**src/rtl/intr_seq_pkg.sv**
```systemverilog
package intr_seq_pkg;

    typedef enum logic [3:0] {
        S_IDLE,
        S_PUSH_FL,
        S_PUSH_CS,
        S_PUSH_IP,
        S_VEC_IP,
        S_VEC_CS,
        S_POP_IP,
        S_POP_CS,
        S_POP_FL,
        S_DONE
    } seq_state_t;

    // flag bit positions
    localparam int FL_TF = 8;
    localparam int FL_IF = 9;
    localparam int FL_OF = 11;

    // fixed vector types
    localparam int VT_STEP = 1;
    localparam int VT_NMI  = 2;
    localparam int VT_OVF  = 4;
    localparam int VT_BND  = 5;
    localparam int VT_CSO  = 9;

endpackage

```
**src/rtl/intr_trap_eval.sv**
```systemverilog
module intr_trap_eval #(
    parameter int DW = 16
) (
    input  logic          ovf_chk,
    input  logic          of_flag,
    input  logic          bnd_chk,
    input  logic [DW-1:0] bnd_val,
    input  logic [DW-1:0] bnd_lo,
    input  logic [DW-1:0] bnd_hi,
    output logic          ovf_hit,
    output logic          bnd_hit
);
    logic below, above;

    always_comb begin
        below   = $signed(bnd_val) < $signed(bnd_lo);
        above   = $signed(bnd_val) > $signed(bnd_hi);
        ovf_hit = ovf_chk & of_flag;
        bnd_hit = bnd_chk & (below | above);
    end
endmodule

```
**src/rtl/intr_arbiter.sv**
```systemverilog
module intr_arbiter
    import intr_seq_pkg::*;
#(
    parameter int TW = 8
) (
    input  logic          exc_req,
    input  logic [TW-1:0] exc_type,
    input  logic          ovf_hit,
    input  logic          bnd_hit,
    input  logic          step,
    input  logic          nmi_req,
    input  logic          cso_req,
    input  logic          intr_req,
    input  logic          int_en,
    input  logic [TW-1:0] intr_type,
    input  logic          swi_req,
    input  logic [TW-1:0] swi_type,
    output logic          hit,
    output logic [TW-1:0] hit_type
);
    localparam int NSRC = 8;

    logic [NSRC-1:0] src;
    logic [TW-1:0]   typ [NSRC];

    // index 0 is the most urgent source
    always_comb begin
        src    = {swi_req, intr_req & int_en, cso_req, nmi_req,
                  step, bnd_hit, ovf_hit, exc_req};
        typ[0] = exc_type;
        typ[1] = TW'(VT_OVF);
        typ[2] = TW'(VT_BND);
        typ[3] = TW'(VT_STEP);
        typ[4] = TW'(VT_NMI);
        typ[5] = TW'(VT_CSO);
        typ[6] = intr_type;
        typ[7] = swi_type;
    end

    always_comb begin
        hit      = 1'b0;
        hit_type = '0;
        for (int i = NSRC - 1; i >= 0; i--) begin
            if (src[i]) begin
                hit      = 1'b1;
                hit_type = typ[i];
            end
        end
    end
endmodule

```
**src/rtl/intr_seq_fsm.sv**
```systemverilog
module intr_seq_fsm
    import intr_seq_pkg::*;
#(
    parameter int DW = 16,
    parameter int AW = 20,
    parameter int TW = 8
) (
    input  logic          clk,
    input  logic          rst_n,
    input  logic          insn_done,
    input  logic          iret_req,
    input  logic          hit,
    input  logic [TW-1:0] hit_type,
    input  logic [DW-1:0] flags_in,
    input  logic [DW-1:0] cs_in,
    input  logic [DW-1:0] ip_in,
    input  logic [DW-1:0] ss_in,
    input  logic [DW-1:0] sp_in,
    output logic          mem_req,
    output logic          mem_we,
    output logic [AW-1:0] mem_addr,
    output logic [DW-1:0] mem_wdata,
    input  logic          mem_ack,
    input  logic [DW-1:0] mem_rdata,
    output logic          busy,
    output logic          done,
    output logic [TW-1:0] vec_type,
    output logic [DW-1:0] flags_out,
    output logic [DW-1:0] cs_out,
    output logic [DW-1:0] ip_out,
    output logic [DW-1:0] sp_out
);
    localparam int            SEG_SH   = AW - DW;
    localparam int            VPAD     = AW - TW - 2;
    localparam logic [DW-1:0] WSTEP    = DW'(2);
    localparam logic [DW-1:0] CLR_MASK = ~((DW'(1) << FL_IF) | (DW'(1) << FL_TF));

    seq_state_t    state, nxt;
    logic [DW-1:0] r_fl, r_cs, r_ip, r_ss, r_sp;
    logic [TW-1:0] r_type;
    logic          r_entry;
    logic [AW-1:0] stk_addr, vec_addr;

    // next state
    always_comb begin
        nxt = state;
        unique case (state)
            S_IDLE: begin
                if (iret_req)              nxt = S_POP_IP;
                else if (insn_done && hit) nxt = S_PUSH_FL;
            end
            S_PUSH_FL: if (mem_ack) nxt = S_PUSH_CS;
            S_PUSH_CS: if (mem_ack) nxt = S_PUSH_IP;
            S_PUSH_IP: if (mem_ack) nxt = S_VEC_IP;
            S_VEC_IP:  if (mem_ack) nxt = S_VEC_CS;
            S_VEC_CS:  if (mem_ack) nxt = S_DONE;
            S_POP_IP:  if (mem_ack) nxt = S_POP_CS;
            S_POP_CS:  if (mem_ack) nxt = S_POP_FL;
            S_POP_FL:  if (mem_ack) nxt = S_DONE;
            S_DONE:    nxt = S_IDLE;
        endcase
    end

    // state and data registers
    always_ff @(posedge clk) begin
        if (!rst_n) begin
            state   <= S_IDLE;
            r_fl    <= '0;
            r_cs    <= '0;
            r_ip    <= '0;
            r_ss    <= '0;
            r_sp    <= '0;
            r_type  <= '0;
            r_entry <= 1'b0;
        end else begin
            state <= nxt;
            unique case (state)
                S_IDLE: begin
                    if (iret_req || (insn_done && hit)) begin
                        r_fl    <= flags_in;
                        r_cs    <= cs_in;
                        r_ip    <= ip_in;
                        r_ss    <= ss_in;
                        r_entry <= !iret_req;
                        r_sp    <= iret_req ? sp_in : sp_in - WSTEP;
                        if (!iret_req) r_type <= hit_type;
                    end
                end
                S_PUSH_FL: if (mem_ack) begin
                    r_fl <= r_fl & CLR_MASK;
                    r_sp <= r_sp - WSTEP;
                end
                S_PUSH_CS: if (mem_ack) r_sp <= r_sp - WSTEP;
                S_PUSH_IP: ;
                S_VEC_IP:  if (mem_ack) r_ip <= mem_rdata;
                S_VEC_CS:  if (mem_ack) r_cs <= mem_rdata;
                S_POP_IP: if (mem_ack) begin
                    r_ip <= mem_rdata;
                    r_sp <= r_sp + WSTEP;
                end
                S_POP_CS: if (mem_ack) begin
                    r_cs <= mem_rdata;
                    r_sp <= r_sp + WSTEP;
                end
                S_POP_FL: if (mem_ack) begin
                    r_fl <= mem_rdata;
                    r_sp <= r_sp + WSTEP;
                end
                S_DONE: ;
            endcase
        end
    end

    assign stk_addr = {r_ss, {SEG_SH{1'b0}}} + {{SEG_SH{1'b0}}, r_sp};
    assign vec_addr = {{VPAD{1'b0}}, r_type, 2'b00};

    // outputs
    always_comb begin
        mem_req   = 1'b0;
        mem_we    = 1'b0;
        mem_addr  = stk_addr;
        mem_wdata = '0;
        unique case (state)
            S_IDLE, S_DONE: ;
            S_PUSH_FL: begin mem_req = 1'b1; mem_we = 1'b1; mem_wdata = r_fl; end
            S_PUSH_CS: begin mem_req = 1'b1; mem_we = 1'b1; mem_wdata = r_cs; end
            S_PUSH_IP: begin mem_req = 1'b1; mem_we = 1'b1; mem_wdata = r_ip; end
            S_VEC_IP:  begin mem_req = 1'b1; mem_addr = vec_addr; end
            S_VEC_CS:  begin mem_req = 1'b1; mem_addr = vec_addr | AW'(2); end
            S_POP_IP, S_POP_CS, S_POP_FL: mem_req = 1'b1;
        endcase
        busy      = (state != S_IDLE);
        done      = (state == S_DONE);
        vec_type  = r_type;
        flags_out = r_fl;
        cs_out    = r_cs;
        ip_out    = r_ip;
        sp_out    = r_sp;
    end

    // a pending access holds its request and contents until acknowledged
    a_r9_req_hold: assert property (@(posedge clk) disable iff (!rst_n)
        (mem_req && !mem_ack) |=> (mem_req && $stable(mem_addr) && $stable(mem_we) && $stable(mem_wdata)));

    // once busy, the block stays busy until its done cycle
    a_r9_busy_held: assert property (@(posedge clk) disable iff (!rst_n)
        (busy && !done) |=> busy);

    // done lasts a single cycle
    a_r10_done_pulse: assert property (@(posedge clk) disable iff (!rst_n)
        done |=> !done);

    // with no boundary and no return request an idle block stays idle
    a_r1_boundary_only: assert property (@(posedge clk) disable iff (!rst_n)
        (!busy && !insn_done && !iret_req) |=> !busy);

    // after an entry the enable and trap flags are clear
    a_r7_flags_cleared: assert property (@(posedge clk) disable iff (!rst_n)
        (done && r_entry) |-> (!flags_out[FL_IF] && !flags_out[FL_TF]));

    // vector reads stay inside the 1024-byte table, word aligned
    a_r6_vec_window: assert property (@(posedge clk) disable iff (!rst_n)
        (mem_req && !mem_we && r_entry && busy) |-> (mem_addr < AW'(1024) && !mem_addr[0]));
endmodule

```
**src/rtl/intr_seq.sv**
```systemverilog
module intr_seq
    import intr_seq_pkg::*;
#(
    parameter int DW = 16,
    parameter int AW = 20,
    parameter int TW = 8
) (
    input  logic          clk,
    input  logic          rst_n,
    input  logic          insn_done,
    input  logic          iret_req,
    input  logic          exc_req,
    input  logic [TW-1:0] exc_type,
    input  logic          ovf_chk,
    input  logic          bnd_chk,
    input  logic [DW-1:0] bnd_val,
    input  logic [DW-1:0] bnd_lo,
    input  logic [DW-1:0] bnd_hi,
    input  logic          nmi_req,
    input  logic          cso_req,
    input  logic          intr_req,
    input  logic [TW-1:0] intr_type,
    input  logic          swi_req,
    input  logic [TW-1:0] swi_type,
    input  logic [DW-1:0] flags_in,
    input  logic [DW-1:0] cs_in,
    input  logic [DW-1:0] ip_in,
    input  logic [DW-1:0] ss_in,
    input  logic [DW-1:0] sp_in,
    output logic          mem_req,
    output logic          mem_we,
    output logic [AW-1:0] mem_addr,
    output logic [DW-1:0] mem_wdata,
    input  logic          mem_ack,
    input  logic [DW-1:0] mem_rdata,
    output logic          busy,
    output logic          done,
    output logic [TW-1:0] vec_type,
    output logic [DW-1:0] flags_out,
    output logic [DW-1:0] cs_out,
    output logic [DW-1:0] ip_out,
    output logic [DW-1:0] sp_out
);
    logic          ovf_hit, bnd_hit, hit;
    logic [TW-1:0] hit_type;

    intr_trap_eval #(.DW(DW)) u_trap (
        .ovf_chk (ovf_chk),
        .of_flag (flags_in[FL_OF]),
        .bnd_chk (bnd_chk),
        .bnd_val (bnd_val),
        .bnd_lo  (bnd_lo),
        .bnd_hi  (bnd_hi),
        .ovf_hit (ovf_hit),
        .bnd_hit (bnd_hit)
    );

    intr_arbiter #(.TW(TW)) u_arb (
        .exc_req   (exc_req),
        .exc_type  (exc_type),
        .ovf_hit   (ovf_hit),
        .bnd_hit   (bnd_hit),
        .step      (flags_in[FL_TF]),
        .nmi_req   (nmi_req),
        .cso_req   (cso_req),
        .intr_req  (intr_req),
        .int_en    (flags_in[FL_IF]),
        .intr_type (intr_type),
        .swi_req   (swi_req),
        .swi_type  (swi_type),
        .hit       (hit),
        .hit_type  (hit_type)
    );

    intr_seq_fsm #(.DW(DW), .AW(AW), .TW(TW)) u_fsm (
        .clk       (clk),
        .rst_n     (rst_n),
        .insn_done (insn_done),
        .iret_req  (iret_req),
        .hit       (hit),
        .hit_type  (hit_type),
        .flags_in  (flags_in),
        .cs_in     (cs_in),
        .ip_in     (ip_in),
        .ss_in     (ss_in),
        .sp_in     (sp_in),
        .mem_req   (mem_req),
        .mem_we    (mem_we),
        .mem_addr  (mem_addr),
        .mem_wdata (mem_wdata),
        .mem_ack   (mem_ack),
        .mem_rdata (mem_rdata),
        .busy      (busy),
        .done      (done),
        .vec_type  (vec_type),
        .flags_out (flags_out),
        .cs_out    (cs_out),
        .ip_out    (ip_out),
        .sp_out    (sp_out)
    );

    // a lone maskable request with IF clear starts nothing
    a_r3_masked: assert property (@(posedge clk) disable iff (!rst_n)
        (!busy && insn_done && !iret_req && intr_req && !flags_in[FL_IF] && !flags_in[FL_TF]
         && !exc_req && !ovf_chk && !bnd_chk && !nmi_req && !cso_req && !swi_req) |=> !busy);

    // overflow check with OF set is taken as type 4 ahead of all later sources
    a_r4_ovf_taken: assert property (@(posedge clk) disable iff (!rst_n)
        (!busy && insn_done && !iret_req && ovf_chk && flags_in[FL_OF] && !exc_req)
        |=> (busy && vec_type == TW'(VT_OVF)));

    // an in-range bounds check alone starts nothing
    a_r5_in_range: assert property (@(posedge clk) disable iff (!rst_n)
        (!busy && insn_done && !iret_req && bnd_chk && !flags_in[FL_TF]
         && $signed(bnd_val) >= $signed(bnd_lo) && $signed(bnd_val) <= $signed(bnd_hi)
         && !exc_req && !ovf_chk && !nmi_req && !cso_req && !intr_req && !swi_req) |=> !busy);
endmodule

```
**config.mk**
```make
export PLATFORM = sky130hd
export DESIGN_NAME = intr_seq
export DESIGN_NICKNAME = d
export VERILOG_FILES = /design/src/rtl/intr_seq_pkg.sv /design/src/rtl/intr_trap_eval.sv /design/src/rtl/intr_arbiter.sv /design/src/rtl/intr_seq_fsm.sv /design/src/rtl/intr_seq.sv
export SDC_FILE = /design/constraint.sdc
export NUM_CORES = 1
export LEC_CHECK = 0
export BUFFER_PORTS_ARGS = -buffer_cell sky130_fd_sc_hd__buf_2
export CORE_UTILIZATION = 53
export DETAILED_ROUTE_END_ITERATION = 7
export HOLD_SLACK_MARGIN = 0.12
export PLACE_DENSITY = 0.83
export SLEW_MARGIN = 20
export SYNTH_ARGS = -nofsm -noshare
export SYNTH_HDL_FRONTEND = slang
export SYNTH_HIERARCHICAL = 1
export SYNTH_SLANG_ARGS = --single-unit
```
**constraint.sdc**
```tcl
create_clock -name clk -period 10.74 [get_ports clk]
set_input_delay 1.611 -clock clk [delete_from_list [all_inputs] [get_ports clk]]
set_output_delay 1.611 -clock clk [all_outputs]
set_load 0.01 [all_outputs]
```
==> metrics.cfg, run 1 <==
[status]
outcome = complete, no violations

[worst_setup_path]
critPathKind = primary input to flip-flop
r2r_start = u_fsm/state[3]
crit_slowest_cell = nand2_1
critPathLaunch = bnd_val[13]
cp.depth = 15
endpoint = u_fsm/ip_out[12]
crit_chain = buf_2 -> ha_1 -> a21o_1 -> a2111oi_2 -> o21ai_1 -> o31ai_1 -> a31oi_1 -> nor2_4 -> nand3_4 -> or3b_1 -> a21oi_1 -> or2_1 -> nand2_1 -> nor2_1 -> a211oi_1
end_kind = flip-flop
critPathArrivalTime_ns = 6.10
critPathMaxFanout = 32
critPathLaunchType = primary input
reg2reg_to = u_fsm/sp_out[9]
cp_data_required_time_ns = 10.92
worst-r2r-cell-count = 9
worst-r2r-setup-slack_ns = 7.23
path_buf_inv = 1
cpLargestDelayFamily = simple AND/OR/NAND/NOR gates
crit_path_max_incr_delay_ns = 0.91

[yosys]
yosys_warnings = 6
syn_avg_cell_area_um2 = 7.651
ys_types = 76
netlist_top_cells_count = 126 x nor2_1, 92 x dfxtp_1, 92 x nand2_1, 67 x a21oi_1, 57 x mux2i_1
synth_edf_count = 0
synth_area_um2 = 7054
ys_async_sr_fraction_pct = 0
synth_top_cell_by_area = dfxtp_1
syn_nets = 1148
synthTopCellsByArea = dfxtp_1 26%, mux2i_1 8.1%, ha_1 8.0%, nor2_1 6.7%, a211oi_1 5.3%
synthFlopType = dfxtp_1
ys_seq_area_share_pct = 26.11
netlist.area_leader.share_pct = 26.11
syn_inst = 922
synth_seq_cells = 92
yosysMostFrequentCell = nor2_1

[power]
p_sw_mw = 1.185
p_seq_share_pct = 26.1
clkPwrFrac_pct = 14.9
switching_share_pct = 48.42
p_int_mw = 1.263
leakagePower_nw = 4.327
finalPower_mw = 2.448
vdd_drop_max_v = 0.0001780
power_density_nw_per_um2 = 275.8
pwr-share-comb_pct = 59.0

[timing]
max_slew_margin_pct = 21.38
tightest_slew_ns = 1.176
maxSlewViolCount = 0
clock_skew_ns = 0.007157
setup_viol = 0
rsz0062_at_grt = false
clock.fmax_ghz = 0.1689
min_period_ns = 5.921
finalCritPeriodShare_pct = 55.13
tns_ns = 0
hold_viol_final = 0

[routing]
wirelength_um = 23010
vias = 7927
vias_per_cell = 5.881
drt-initial-drc-count = 858
wl_per_cell_um = 17.07
postRouteAntennaNets = 0
drc = 0
first_pass_iters = 7

[cts]
post_cts_buffers = 0
tritoncts = built
clk_root_buffer_cell = clkbuf_16
clock_path_buffers = 2
h-tree-depth = 3
clk_latency_ns = 0.35
clk_pin_slew_ns = 0.06
numCtsBuffers = 9
hold_buffers = 0
post_cts_resized = 0
clock_sinks = 92

[floorplanning]
pin_count = 292
core_area_um2 = 12770
die_area_um2 = 13780
die_x_um = 117.4
rows = 41
start_util_pct = 55.23
die_h_um = 117.4

[grt]
grt_max_degree = 87
grt_pass1_wl_um = 36670
antenna_found_initial = 3
grt_overflow = 0
first_global_vias = 7402
grt_usage_pct = 32.74

[place]
portBuffers = 291
post-dp-hpwl_um = 17110
routabilityCongestion = 0.9769

[final_layout]
drive_gt1_share_pct = 28.94
areaGrowthSynthToFinish_pct = 25.81
fin_nets = 1397

[flow_run]
max_cap_viol_count = 0

[min_path]
hp-class = flip-flop to flip-flop
whs_path_depth = 2

[layer usage]
metal | vias to the layer above | track usage (%) | part of all wire [%]
li1 | 3849 | - | -
met3 | 65 | 7.539 | 7.4
met1 | 3624 | 38.53 | 40
met5 | - | 0 | 0.057
met4 | 2 | 15.50 | 3.4
met2 | 387 | 55.92 | 49
[area by class of cell]
type                       count  area (um2)
antenna                        1       2.502
clock buffer                   9       225.2
clock inverter                 6       112.6
fill                        1108        3899
inverter                      46       172.7
multi-input combinational    724        4795
sequential                    92        1843
tap                          172       215.2
timing repair buffer         298        1509
[power by group through the flow]
| stage | Combinational [mW] | Sequential, mW | Clock, mW |
|---|---|---|---|
| after detailed placement | 1.41 | 0.641 | 0 |
| after global routing | 1.57 | 0.658 | 0.382 |
| after floorplan | 1.00 | 0.610 | 0 |
| after global placement | 1.38 | 0.639 | 0 |
| after CTS | 1.43 | 0.635 | 0.369 |
| final | 1.44 | 0.640 | 0.364 |
[metrics by stage]
stage | std cells | hold slack, ns | instance area, um2 | util, % | setup WS [ns]
2_1_floorplan | 922 | 0.4400 | 7054 | - | 5.845
3_3_place_gp | 1332 | 0.4475 | 8528 | 66.76 | 4.684
3_5_place_dp | 1332 | 0.4554 | 8528 | 66.76 | 4.512
4_1_cts | 1347 | 0.4644 | 8866 | 69.41 | 4.870
5_1_grt | 1348 | 0.4784 | 8875 | 69.48 | 4.474
6_report | 1348 | 0.4624 | 8875 | 69.48 | 4.819
[state kept, by name (all words and copies together) (netlist names)]
signal / count
u_fsm/cs_out: 16
u_fsm/vec_type: 8
u_fsm/flags_out: 16
u_fsm/r_ss: 16
u_fsm/ip_out: 16
u_fsm/state: 4
u_fsm/sp_out: 16
[worst reg2reg max path: cells and delay by family, from the launching register on]
kind,cells,cell delay [ns]
xor gates and xnor gates,1,0.18
and+or+nand+nor,4,1.35
AOI/OAI and AO/OA,3,0.74
DFF,1,0.84
adders and majority gates,1,0.26
[placed cells by master (no fill, tap or decap), types with 4 or more instances in the layout]
cell and count:
buf_2 291, nor2_1 126, nand2_1 92, dfxtp_1 91
a21oi_1 67, mux2i_1 57, a211oi_1 50, ha_1 45
inv_1 44, o21ai_0 21, nor3_1 18, a22oi_1 18
and3_1 16, xnor2_1 15, a31oi_1 11, o21ai_1 11
nand3_1 11, o22ai_1 10, clkbuf_16 9, o21a_1 9
xor2_1 9, nor2b_1 8, nand2b_1 8, a21o_1 7
or4_1 7, nand4_1 7, o211ai_1 7, buf_4 7
or3_1 6, o31ai_1 5, and2_1 5, nor4_1 5
a32o_1 4
[how the worst min path moves through the flow]
stage                              from            end  slack [ns]
final                     u_fsm/r_ss[5]  u_fsm/r_ss[5]        0.46
after global routing      u_fsm/r_ss[3]  u_fsm/r_ss[3]        0.48
after CTS                 u_fsm/r_ss[5]  u_fsm/r_ss[5]        0.46
after detailed placement  u_fsm/r_ss[5]  u_fsm/r_ss[5]        0.46
after global placement    u_fsm/r_ss[5]  u_fsm/r_ss[5]        0.45
after floorplan           u_fsm/r_ss[0]  u_fsm/r_ss[0]        0.44
[logic make-up (layout without fill, tap and decap cells)]
family          after synthesis  after routing  synth area share [%]
compound gates              260            260                 25.15
xor+xnor                     24             24                 2.980
fa+ha+maj                    46             46                 8.265
buf+inv                     106            359                 6.296
flops                        92             92                 26.11
mux                          57             57                 8.088
other cells                   0              1                     0
simple gates                337            337                 23.11
Power figures use the tool's default switching activity.
==> run 2: changes to the inputs <==
--- a/config.mk
+++ b/config.mk
@@ -6,10 +6,10 @@
 export NUM_CORES = 1
 export LEC_CHECK = 0
 export BUFFER_PORTS_ARGS = -buffer_cell sky130_fd_sc_hd__buf_2
-export CORE_UTILIZATION = 53
+export CORE_UTILIZATION = 50
 export DETAILED_ROUTE_END_ITERATION = 7
 export HOLD_SLACK_MARGIN = 0.12
-export PLACE_DENSITY = 0.83
+export PLACE_DENSITY = 0.79
 export SLEW_MARGIN = 20
 export SYNTH_ARGS = -nofsm -noshare
 export SYNTH_HDL_FRONTEND = slang
==> constraint.sdc (replaced) <==
create_clock -name clk -period 6.2 [get_ports clk]
set_input_delay 0.93 -clock clk [delete_from_list [all_inputs] [get_ports clk]]
set_output_delay 0.93 -clock clk [all_outputs]
set_load 0.01 [all_outputs]
==> run 2 against run 1 <==
  * Worst hold slack about the same
  * Clock-buffer cell count did not move
  * Critical endpoint is now u_fsm/sp_out[10]
  * Core utilization shrank 5.4 points
  * Largest cell class unchanged
==> metrics.cfg, run 2 (same netlist as run 1, synthesis figures left out) <==
[status]
outcome = complete, no violations

[timing]
finalCritPeriodShare_pct = 75.16
setup_viol = 0  ; unchanged
rsz0062_at_grt = false
min_period_ns = 4.660
tns_ns = 0  ; unchanged
clock.fmax_ghz = 0.2146
tightest_slew_ns = 1.172  ; -0.003691 ns
clock_skew_ns = 0.007371  ; +0.0002143 ns
max_slew_margin_pct = 21.72  ; +0.34 points
maxSlewViolCount = 0  ; unchanged
hold_viol_final = 0  ; unchanged

[worst_setup_path]
end_kind = flip-flop
worst-r2r-setup-slack_ns = 2.77  ; -4.46 ns
critPathArrivalTime_ns = 4.91  ; -1.19 ns
crit_path_max_incr_delay_ns = 0.73  ; -0.18 ns
crit_slowest_cell = a21oi_1
cpLargestDelayFamily = compound AO/OA/AOI/OAI gates
critPathMaxFanout = 21  ; -34%
critPathLaunchType = primary input
critPathKind = primary input to flip-flop
path_buf_inv = 2  ; +1
cp_data_required_time_ns = 6.45  ; -4.47 ns
crit_chain = buf_2 -> ha_1 -> a21o_1 -> a2111oi_2 -> o21ai_1 -> o31ai_1 -> a31oi_1 -> nor2_4 -> nand3_4 -> or3b_1 -> a21oi_1 -> nor2_1 -> buf_4 -> a21oi_1 -> nor2_1 -> a32o_1

[floorplanning]
die_area_um2 = 14590  ; +5.9%
die_h_um = 120.8  ; +2.9%
rows = 43  ; +4.9%
die_x_um = 120.8  ; +2.9%
pin_count = 292  ; unchanged
start_util_pct = 51.02  ; -4.2 points
core_area_um2 = 13830  ; +8.2%

[cts]
post_cts_buffers = 0  ; unchanged
clock_sinks = 92  ; unchanged
clk_pin_slew_ns = 0.07  ; about the same
numCtsBuffers = 9  ; unchanged
hold_buffers = 0  ; unchanged
h-tree-depth = 3  ; unchanged
tritoncts = built
clock_path_buffers = 2  ; unchanged
clk_latency_ns = 0.35  ; about the same
clk_root_buffer_cell = clkbuf_16
post_cts_resized = 0  ; unchanged

[final_layout]
final_common_cell = buf_2
fin_nets = 1397  ; unchanged
fin_area_um2 = 8866  ; about the same
instances_no_fill = 1357  ; +0.67%
drive_gt1_share_pct = 29.17  ; +0.23 points
areaGrowthSynthToFinish_pct = 25.68  ; about the same
mostFrequentLayoutCells = 291 x buf_2, 126 x nor2_1, 91 x dfxtp_1, 90 x nand2_1, 67 x a21oi_1

[routing]
wl_per_cell_um = 16.87  ; -1.1%
wirelength_um = 22900  ; -0.46%
first_pass_iters = 5  ; -2
drc = 0  ; unchanged
vias = 7951  ; +0.30%
vias_per_cell = 5.859  ; -0.36%
postRouteAntennaNets = 0  ; unchanged
drt-initial-drc-count = 680  ; -21%

[place]
post-dp-hpwl_um = 17120  ; about the same
dp.cells = 1340  ; +0.60%
routabilityCongestion = 0.9826  ; +0.58%
placed_area_um2 = 8538  ; +0.12%
portBuffers = 291  ; unchanged

[power]
power_density_nw_per_um2 = 469.6  ; +70%
leakagePower_nw = 4.302  ; -0.57%
vdd_drop_max_v = 0.0003544  ; +99%

[grt]
first_global_vias = 7297  ; -1.4%
grt_max_degree = 55  ; -37%
grt_overflow = 0  ; unchanged
grt_usage_pct = 30.84  ; -1.9 points
antenna_found_initial = 2  ; -1
grt_pass1_wl_um = 35730  ; -2.6%

[flow_run]
max_cap_viol_count = 0  ; unchanged

[min_path]
hp-class = flip-flop to flip-flop

## run 2: changes by cell type in the layout (fill, tap and decap cells not counted), moves of 2 or more
cell / change
bufinv_16: -2
nand2_2: +2
clkinvlp_4: +3
nand2_1: -2
## run 2: final cells by class
class | instances | area, um2
flip-flops and latches | 92 | 1843
inverters | 46 | 172.7
repair buffers | 298 | 1509
clock inverters | 7 | 81.33
fillers | 1276 | 4961
diodes | 1 | 2.502
clock buffers | 9 | 225.2
multi-input cells | 724 | 4807
well taps | 180 | 225.2
## run 2: worst paths after layout
path                   from                to  cells past startpoint
min           u_fsm/r_ss[3]     u_fsm/r_ss[3]                      2
max             bnd_val[13]  u_fsm/sp_out[10]                     16
max reg2reg  u_fsm/state[3]   u_fsm/sp_out[9]                      9
min reg2reg   u_fsm/r_ss[3]     u_fsm/r_ss[3]                      2
## run 2: worst register-to-register path: stages (launching register included)
cell,delay (ns)
dfxtp_1,0.84
and3b_4,0.32
or2_1,0.36
xnor2_1,0.18
ha_1,0.26
nor4_1,0.58
a22o_1,0.25
o21ai_1,0.06
a222oi_1,0.38
nor2_1,0.06
## run 2: through the flow
| step | total power, mW | setup WS [ns] | hold WS, ns | util (%) |
|---|---|---|---|---|
| final | 4.164 | 1.540 | 0.4624 | 64.12 |
| after global routing | 4.464 | 1.235 | 0.4851 | 64.12 |
| after CTS | 4.135 | 1.354 | 0.4621 | 63.97 |
| after detailed placement | 3.553 | 0.9831 | 0.4530 | 61.75 |
| after global placement | 3.506 | 1.129 | 0.4472 | 61.75 |
| after floorplan | 2.794 | 1.986 | 0.4400 | - |
## run 2: metal layers
metal	global-route usage [%]	vias up	share of wire, %
li1	-	3855	-
met1	37.10	3645	41
met2	52.59	399	48
met3	7.075	52	8.1
met4	12.89	0	3.2
met5	0	-	0
## run 2: power breakdown
group | internal [mW] | switching (mW)
sequential | 0.812 | 0.296
clock | 0.318 | 0.256
combinational | 0.978 | 1.50
total | 2.11 | 2.06
==> run 3: changes to the inputs <==
==> constraint.sdc (replaced) <==
create_clock -name clk -period 4.7 [get_ports clk]
set_input_delay 0.705 -clock clk [delete_from_list [all_inputs] [get_ports clk]]
set_output_delay 0.705 -clock clk [all_outputs]
set_load 0.01 [all_outputs]
==> run 3 against run 2 <==
  * Non-clock buffer count grew 4
  * Sequential share of layout area barely moved
  * Wire length is 0.72% lower
  * Clock power is 22% higher
  * Worst hold slack worse by 0.0054 ns
  * Register-to-register slack worse by 1.4 ns
  * First-iteration DRC count down 8.8%
  * Largest power group unchanged
==> metrics.cfg, run 3 (same netlist as run 1, synthesis figures left out) <==
[status]
outcome = complete, no violations

[floorplanning]
rows = 43  ; unchanged
core_area_um2 = 13830  ; unchanged
start_util_pct = 51.02  ; unchanged
die_area_um2 = 14590  ; unchanged
die_h_um = 120.8  ; unchanged
die_x_um = 120.8  ; unchanged
pin_count = 292  ; unchanged

[timing]
tns_ns = 0  ; unchanged
clock_skew_ns = 0.005078  ; -0.002294 ns
tightest_slew_ns = 0.9258  ; -0.2460 ns
clock.fmax_ghz = 0.2525
finalCritPeriodShare_pct = 84.28
setup_viol = 0  ; unchanged
rsz0062_at_grt = false
max_slew_margin_pct = 36.69  ; +15 points
min_period_ns = 3.961
hold_viol_final = 0  ; unchanged
maxSlewViolCount = 0  ; unchanged

[routing]
wl_per_cell_um = 16.72  ; -0.94%
drc = 0  ; unchanged
drt-initial-drc-count = 620  ; -8.8%
first_pass_iters = 6  ; +1
vias_per_cell = 5.763  ; -1.7%
postRouteAntennaNets = 0  ; unchanged
vias = 7837  ; -1.4%
wirelength_um = 22730  ; -0.72%

[grt]
grt_overflow = 0  ; unchanged
first_global_vias = 7041  ; -3.5%
grt_max_degree = 52  ; -5.5%
grt_pass1_wl_um = 35170  ; -1.6%
grt_usage_pct = 30.66  ; -0.18 points
antenna_found_initial = 0  ; -2

[worst_setup_path]
cpLargestDelayFamily = compound AO/OA/AOI/OAI gates
crit_slowest_cell = or3b_1
critPathKind = primary input to flip-flop
critPathMaxFanout = 24  ; +14%
critPathArrivalTime_ns = 4.15  ; -0.76 ns
end_kind = flip-flop
cp_data_required_time_ns = 4.89  ; -1.56 ns
crit_chain = buf_2 -> ha_1 -> a21o_1 -> a2111oi_2 -> o21ai_1 -> o31ai_1 -> a31oi_1 -> nor2_4 -> nand3_4 -> or3b_1 -> a21oi_1 -> or2_1 -> nand2_1 -> buf_12 -> nor2_1 -> a211oi_1
crit_path_max_incr_delay_ns = 0.39  ; -0.34 ns
critPathLaunchType = primary input
path_buf_inv = 2  ; unchanged

[place]
portBuffers = 291  ; unchanged
routabilityCongestion = 0.9240  ; -6.0%
post-dp-hpwl_um = 17290  ; +1.0%

[cts]
clock_path_buffers = 2  ; unchanged
numCtsBuffers = 9  ; unchanged
clk_pin_slew_ns = 0.07  ; about the same
hold_buffers = 0  ; unchanged
h-tree-depth = 3  ; unchanged
clk_latency_ns = 0.35  ; about the same
post_cts_resized = 0  ; unchanged
tritoncts = built
clock_sinks = 92  ; unchanged
clk_root_buffer_cell = clkbuf_16
post_cts_buffers = 0  ; unchanged

[power]
finalPower_mw = 5.492  ; +32%
vdd_drop_max_v = 0.0004489  ; +27%
leakagePower_nw = 4.325  ; +0.53%
power_density_nw_per_um2 = 618.4  ; +32%

[final_layout]
nFillCells = 1252  ; -1.9%
drive_gt1_share_pct = 29.24  ; +0.071 points
final_common_cell = buf_2
areaGrowthSynthToFinish_pct = 25.90
diodes = 0  ; -1
fin_nets = 1401  ; +0.29%
multiInputGateArea_um2 = 4802  ; -0.10%
mostFrequentLayoutCells = 291 x buf_2, 126 x nor2_1, 92 x nand2_1, 91 x dfxtp_1, 67 x a21oi_1
final-seq-area_um2 = 1843  ; unchanged

[min_path]
hp-class = flip-flop to flip-flop

[flow_run]
max_cap_viol_count = 0  ; unchanged

run 3: cell count changes in the layout (fill, tap and decap cells not counted), sizes merged:
cell / delta
buf: +4
bufinv: -1
clkbuf: +1
clkinv: +4
clkinvlp: -2
diode: -1
inv: -2
run 3: final timing paths:
path / from / endpoint / slack, ns / cells after the start
worst max-delay path: bnd_val[13] / u_fsm/cs_out[9] / 0.74 / 16
worst min-delay path: u_fsm/r_ss[0] / u_fsm/r_ss[0] / 0.46 / 2
worst max register to register: u_fsm/state[3] / u_fsm/sp_out[9] / 1.37 / 9
worst min register to register: u_fsm/r_ss[0] / u_fsm/r_ss[0] / 0.46 / 2
run 3: power breakdown:
part	total, mW	switching, mW	internal [mW]
registers	1.45	0.383	1.07
logic	3.34	2.00	1.34
clock network	0.703	0.326	0.377
total	5.49	2.71	2.78
run 3: stage by stage:
step                      util (%)  cell area (um2)  setup slack [ns]  instances  hold WS [ns]
after floorplan                  -             7054            0.7111        922        0.4400
after global placement       62.06             8581            0.4951       1344        0.4464
after detailed placement     62.06             8581            0.4003       1344        0.4527
after CTS                    64.13             8867            0.7731       1360        0.4618
after global routing         64.23             8881            0.4321       1360        0.4762
final                        64.23             8881            0.7388       1360        0.4571
run 3: per-layer routing:
metal | routed length (um) | GRT usage, %
met2 | 11050 | 51.94
met5 | 0 | 0
met3 | 1663 | 6.415
met1 | 9493 | 38.17
met4 | 524 | 11.11
run 3: worst reg2reg max path, delay by kind of cell, from the launching register on:
family,cells,cell delay (ns)
XOR/XNOR,1,0.17
AND/OR/NAND/NOR,4,1.27
adder cells (fa/ha/maj),1,0.26
flip-flops,1,0.82
AO/OA/AOI/OAI,3,0.67
run 3: cell type report:
| cell class | count | area share [%] |
|---|---|---|
| timing repair buffer | 302 | 17.47 |
| clock inverter | 6 | 0.5354 |
| clock buffer | 10 | 2.691 |
| tap | 180 | 2.536 |
| multi-input combinational | 724 | 54.07 |
| sequential | 92 | 20.75 |
| inverter | 46 | 1.944 |
